File: config.mk
export PLATFORM = sky130hd
export DESIGN_NAME = task_mpu
export DESIGN_NICKNAME = d
export VERILOG_FILES = /design/src/rtl/mpu_pkg.sv /design/src/rtl/mpu_window_bank.sv /design/src/rtl/mpu_window_cmp.sv /design/src/rtl/mpu_fault_latch.sv /design/src/rtl/task_mpu.sv
export SDC_FILE = /design/constraint.sdc
export NUM_CORES = 1
export LEC_CHECK = 0
export ABC_AREA = 1
export BUFFER_PORTS_ARGS = -buffer_cell sky130_fd_sc_hd__buf_2
export CORE_ASPECT_RATIO = 2
export CORE_MARGIN = 1
export CORE_UTILIZATION = 38
export DETAILED_ROUTE_END_ITERATION = 6
export PLACE_DENSITY = 0.61
export SLEW_MARGIN = 20
export SYNTH_ARGS = -nofsm -noshare
export SYNTH_HDL_FRONTEND = slang
export SYNTH_SLANG_ARGS = --single-unit
File: constraint.sdc
create_clock -name clk -period 4.5 [get_ports clk]
set_input_delay 0.9 -clock clk [delete_from_list [all_inputs] [get_ports clk]]
set_output_delay 0.9 -clock clk [all_outputs]
set_load 0.005 [all_outputs]
File: src/rtl/mpu_pkg.sv
package mpu_pkg;
  typedef enum logic [1:0] {
    KIND_READ  = 2'b00,
    KIND_WRITE = 2'b01,
    KIND_FETCH = 2'b10,
    KIND_RDALT = 2'b11
  } acc_kind_e;

  function automatic int idx_width(input int n);
    return (n > 1) ? $clog2(n) : 1;
  endfunction
endpackage

File: src/rtl/mpu_window_bank.sv
module mpu_window_bank #(
  parameter int NREG = 8,
  parameter int BW   = 21,
  parameter int IW   = 3
) (
  input  logic                      clk,
  input  logic                      rst_n,
  input  logic                      cfg_we,
  input  logic [IW-1:0]             cfg_idx,
  input  logic [BW-1:0]             cfg_lo,
  input  logic [BW-1:0]             cfg_hi,
  input  logic                      cfg_en,
  input  logic                      cfg_nw,
  input  logic                      cfg_nx,
  output logic [NREG-1:0][BW-1:0]   lo_q,
  output logic [NREG-1:0][BW-1:0]   hi_q,
  output logic [NREG-1:0]           en_q,
  output logic [NREG-1:0]           nw_q,
  output logic [NREG-1:0]           nx_q
);
  for (genvar g = 0; g < NREG; g++) begin : g_win
    logic sel;
    assign sel = cfg_we && (cfg_idx == IW'(g));
    always_ff @(posedge clk or negedge rst_n) begin
      if (!rst_n) begin
        lo_q[g] <= '0;
        hi_q[g] <= '0;
        en_q[g] <= 1'b0;
        nw_q[g] <= 1'b0;
        nx_q[g] <= 1'b0;
      end else if (sel) begin
        lo_q[g] <= cfg_lo;
        hi_q[g] <= cfg_hi;
        en_q[g] <= cfg_en;
        nw_q[g] <= cfg_nw;
        nx_q[g] <= cfg_nx;
      end
    end
  end
endmodule

File: src/rtl/mpu_window_cmp.sv
module mpu_window_cmp
  import mpu_pkg::*;
#(
  parameter int BW = 21
) (
  input  logic [BW-1:0] blk,
  input  logic [BW-1:0] lo,
  input  logic [BW-1:0] hi,
  input  logic          en,
  input  logic          nw,
  input  logic          nx,
  input  logic [1:0]    kind,
  output logic          hit,
  output logic          permit
);
  logic kind_ok;
  always_comb begin
    hit = en && (blk >= lo) && (blk <= hi);
    case (kind)
      KIND_WRITE: kind_ok = !nw;
      KIND_FETCH: kind_ok = !nx;
      default:    kind_ok = 1'b1;
    endcase
    permit = hit && kind_ok;
  end
endmodule

File: src/rtl/mpu_fault_latch.sv
module mpu_fault_latch #(
  parameter int AW = 24
) (
  input  logic          clk,
  input  logic          rst_n,
  input  logic          viol_evt,
  input  logic [AW-1:0] addr,
  input  logic [1:0]    kind,
  input  logic          clear,
  output logic          nmi,
  output logic          held,
  output logic [AW-1:0] held_addr,
  output logic [1:0]    held_kind
);
  logic take;
  assign take = viol_evt && (!held || clear);

  always_ff @(posedge clk or negedge rst_n) begin
    if (!rst_n) begin
      nmi       <= 1'b0;
      held      <= 1'b0;
      held_addr <= '0;
      held_kind <= 2'b00;
    end else begin
      nmi <= viol_evt;
      if (take) begin
        held      <= 1'b1;
        held_addr <= addr;
        held_kind <= kind;
      end else if (clear) begin
        held <= 1'b0;
      end
    end
  end
endmodule

File: src/rtl/task_mpu.sv
module task_mpu
  import mpu_pkg::*;
#(
  parameter int AW        = 24,
  parameter int NREG      = 8,
  parameter int GRAN_BITS = 3,
  localparam int BW       = AW - GRAN_BITS,
  localparam int IW       = idx_width(NREG)
) (
  input  logic          clk,
  input  logic          rst_n,
  input  logic          acc_valid,
  output logic          acc_ready,
  input  logic [AW-1:0] acc_addr,
  input  logic [1:0]    acc_kind,
  input  logic          acc_super,
  output logic          acc_abort,
  output logic          bus_valid,
  input  logic          bus_ready,
  output logic          viol_nmi,
  output logic          flt_valid,
  output logic [AW-1:0] flt_addr,
  output logic [1:0]    flt_kind,
  input  logic          flt_clear,
  input  logic          cfg_we,
  input  logic [IW-1:0] cfg_idx,
  input  logic [BW-1:0] cfg_lo,
  input  logic [BW-1:0] cfg_hi,
  input  logic          cfg_en,
  input  logic          cfg_nw,
  input  logic          cfg_nx
);
  logic [NREG-1:0][BW-1:0] lo_q, hi_q;
  logic [NREG-1:0]         en_q, nw_q, nx_q;
  logic [NREG-1:0]         hit_v, permit_v;
  logic [BW-1:0]           blk;
  logic                    allowed;

  assign blk = acc_addr[AW-1:GRAN_BITS];

  mpu_window_bank #(.NREG(NREG), .BW(BW), .IW(IW)) u_bank (
    .clk(clk), .rst_n(rst_n),
    .cfg_we(cfg_we), .cfg_idx(cfg_idx), .cfg_lo(cfg_lo), .cfg_hi(cfg_hi),
    .cfg_en(cfg_en), .cfg_nw(cfg_nw), .cfg_nx(cfg_nx),
    .lo_q(lo_q), .hi_q(hi_q), .en_q(en_q), .nw_q(nw_q), .nx_q(nx_q)
  );

  for (genvar g = 0; g < NREG; g++) begin : g_cmp
    mpu_window_cmp #(.BW(BW)) u_cmp (
      .blk(blk), .lo(lo_q[g]), .hi(hi_q[g]), .en(en_q[g]),
      .nw(nw_q[g]), .nx(nx_q[g]), .kind(acc_kind),
      .hit(hit_v[g]), .permit(permit_v[g])
    );
  end

  assign allowed   = acc_super || (|permit_v);
  assign acc_abort = acc_valid && !allowed;
  assign bus_valid = acc_valid && allowed;
  assign acc_ready = allowed ? bus_ready : 1'b1;

  mpu_fault_latch #(.AW(AW)) u_flt (
    .clk(clk), .rst_n(rst_n),
    .viol_evt(acc_abort), .addr(acc_addr), .kind(acc_kind), .clear(flt_clear),
    .nmi(viol_nmi), .held(flt_valid), .held_addr(flt_addr), .held_kind(flt_kind)
  );

  logic unused_hits;
  assign unused_hits = ^hit_v;
endmodule

==> out/qor.yml <==
outcome:
  outcome: "complete, no violations"
synthesis:
  synth-compound-area-share_pct: 11.6
  yosys.cell_types.count: 37
  syn_avg_cell_area_um2: 7.88
  synth_area_mm2: 0.0238
  synthArstFlopShare_pct: 100
  ys_top_cells_by_area: "dfrtp_1, ha_1, nand2_1, inv_1, o21ai_0"
  syn-instance-count: 3019
  synth-xor-area-share_pct: 0
  ys_ff_latch: 388
  netlist.top_cell.by_area: "dfrtp_1"
  yosysMostFrequentCell: "nand2_1"
  muxShareOfSynthArea_pct: 0
  synthAdderAreaFrac_pct: 17.8
  yosys.area_share.simple_pct: 20.0
  ys.flop_type: "dfrtp_1"
  yosysWarnings: 0
  synth_edf_count: 0
  synth_top_family_by_area: "simple AND/OR/NAND/NOR gates"
  yosysSeqAreaShare_pct: 40.8
  yosysTopAreaCellShare_pct: 40.8
  syn_nets: 3438
  synth_common_cells: "nand2_1, inv_1, dfrtp_1"
timing:
  drv_slew: 0
  setup_ws_ns: 0.141
  rsz0062_at_grt: "false"
  max_slew_margin_pct: 32.0
  period_minus_slack_ns: 4.36
  fin_crit_sh_pct: 96.9
  finalSetupTns_ns: 0
  hold_viol_final: 0
  finalSetupViolations: 0
  worst_pin_slew_ns: 1.02
  fmax_ghz: 0.229
  fin_skew_ns: 0.0187
  holdWs_ns: 0.280
cts:
  insertion_delay_ns: 0.58
  clk_pin_slew_ns: 0.06
  ctsHoldBuffers: 0
  clock_path_buffers: 3
  cts_resized: 0
  clkSinkCount: 388
  cts_tree: "done"
  post_cts_buffers: 0
  numCtsBuffers: 39
  root_buffer: "clkbuf_16"
  htreeDepth: 2
global_route:
  grt_first_pass_wirelength_um: 120000
  grt_use_total_pct: 25.9
  antenna_found_initial: 2
  grt_overflow: 0
  grt_start_max_net_pins: 91
  grt_pass1_vias: 20100
die:
  chipWidth_um: 179
  rows: 129
  fp.coreArea_mm2: 0.0618
  die_area_mm2: 0.0636
  ios: 112
  fp.dieH_um: 356
  initial_core_util_pct: 38.5
placement:
  place_area_mm2: 0.0256
  place_inst: 3900
  place.gp.congestion: 0.930
  portBuffers: 111
  dp_hpwl_um: 60000
  pre_cts_slack_ns: 0.131
routing:
  firstDrtPassIters: 7
  drt_iter0_drc: 1035
  drc: 0
  viasPerCell: 5.00
  antenna_left: 0
  num_vias: 19800
  routed_wl_um: 79100
  post_drt_wl_per_cell_um: 19.9
cells_and_area:
  layout.area.seq_mm2: 0.00971
  final_cell_area_mm2: 0.0270
  layout.nets: 3574
  drive_above_1_share_pct: 9.23
  fill_cells: 6287
  diodes: 0
  area_delta_synth_final_pct: 13.4
  fin_util_pct: 43.6
  final_cell_count_no_fill: 3971
  multi_input_area_mm2: 0.0118
pwr:
  intPower_mw: 7.55
  clkPwrFrac_pct: 30.4
  power.density_mw_per_mm2: 433
  p_switching_mw: 4.14
  leakagePower_nw: 14.4
  power.total_mw: 11.7
  pwr-share-comb_pct: 30.5
  power_frac_seq_pct: 39.2
  vdd_drop_max_v: 0.000257
  swShare_pct: 35.4
setup_path:
  critPathLaunchType: "primary input"
  rr_worst_depth: 18
  path_cells: "buf_2, ha_1, nand2_1, nor2_2, nand2_1, nor2_1, buf_4, nand4_1, buf_4, nand2_2, inv_2, nor2_2, nor2_4, nand2_4, nor2_8, or2_1, buf_2"
  crit_family: "simple AND/OR/NAND/NOR gates"
  critical_path_class: "in -> out"
  slowest_stage: "buf_2"
  cp.depth: 17
  crit_required_ns: 3.60
  crit_buf_inv: 5
  crit_arrival_ns: 3.46
  cpPeakStageDelay_ns: 0.42
  cp_max_fo: 17
  endpoint_kind: "primary output"
run:
  cap_violations: 0
min_path:
  hold_class: "in -> async"
==> cell families after synthesis <==
group           count (synthesis)
simple gates                 1152
flops                         388
buf+inv                       603
compound gates                538
fa+ha+maj                     338
==> worst paths after layout <==
kind	end	slack, ns	from
min	u_bank.hi_q[92]	0.28	rst_n
min reg2reg	u_flt.held_addr[0]	0.47	u_flt.held_addr[0]
max reg2reg	u_flt.held_addr[11]	1.34	u_bank.hi_q[167]
min in group clk	u_flt.held_addr[0]	0.47	u_flt.held_addr[0]
max in group asynchronous	u_flt.held_addr[0]	3.23	rst_n
max	acc_ready	0.14	acc_addr[21]
==> cell usage in the layout (no fill, tap or decap), types with 2 or more instances in the layout <==
cell	count
nor2_1	130
o21bai_1	4
inv_6	2
buf_4	56
o22ai_1	8
nor3_1	17
nand2_1	855
nand2_2	13
clkbuf_8	6
a21o_1	14
nand3_1	47
inv_2	11
clkbuf_16	40
nor4_1	3
nand2_4	2
o21ai_0	380
and3_1	3
o21ai_1	6
ha_1	338
clkinvlp_4	3
buf_12	9
nor2_4	3
bufinv_16	5
nor2_2	10
a21boi_1	2
nor3_2	2
dfrtp_1	388
clkinv_2	5
o21a_1	5
buf_2	110
nand3_2	9
nand4_4	2
nand4_1	47
nand3b_1	4
clkbuf_1	8
a21oi_1	118
inv_1	511
==> cell type report <==
| type | instances | share of cell area (%) |
|---|---|---|
| Clock buffer | 54 | 4.13 |
| Clock inverter | 17 | 0.891 |
| Inverter | 522 | 7.27 |
| Multi-Input combinational cell | 2028 | 43.7 |
| Sequential cell | 388 | 36.0 |
| Tap cell | 786 | 3.65 |
| Timing Repair Buffer | 176 | 4.32 |
==> worst reg2reg max path, delay by kind of cell (launching register included) <==
family,cells,cell delay [ns]
AO/OA/AOI/OAI,1,0.09
flip-flops,1,0.32
adder cells (fa/ha/maj),1,0.29
AND/OR/NAND/NOR,12,1.71
buffers and inverters,4,0.68
==> flip-flops by register name, summed over array words and instances, names as in the netlist <==
signal / cells
u_flt.held_addr: 24
u_bank.lo_q: 168
u_bank.nx_q: 8
u_flt.held: 1
u_bank.nw_q: 8
u_bank.hi_q: 168
u_bank.en_q: 8
u_flt.held_kind: 2
u_flt.nmi: 1
==> layer usage <==
layer  routed length [um]  vias to the layer above  GRT usage (%)
li1                     -                     9888              -
met1                26500                     9204           24.8
met2                40500                      494           46.5
met3                 2820                      252           2.68
met4                 9310                        0           25.6
met5                    0                        -              0
==> power by group through the flow <==
stage	combinational [mW]	clock, mW	sequential (mW)
after floorplan	2.24	0	4.56
after global placement	3.50	0	4.62
after detailed placement	3.57	0	4.63
after CTS	3.59	3.63	4.57
after global routing	4.10	3.74	4.67
final	3.56	3.55	4.58
(Power assumes the default switching activity.)
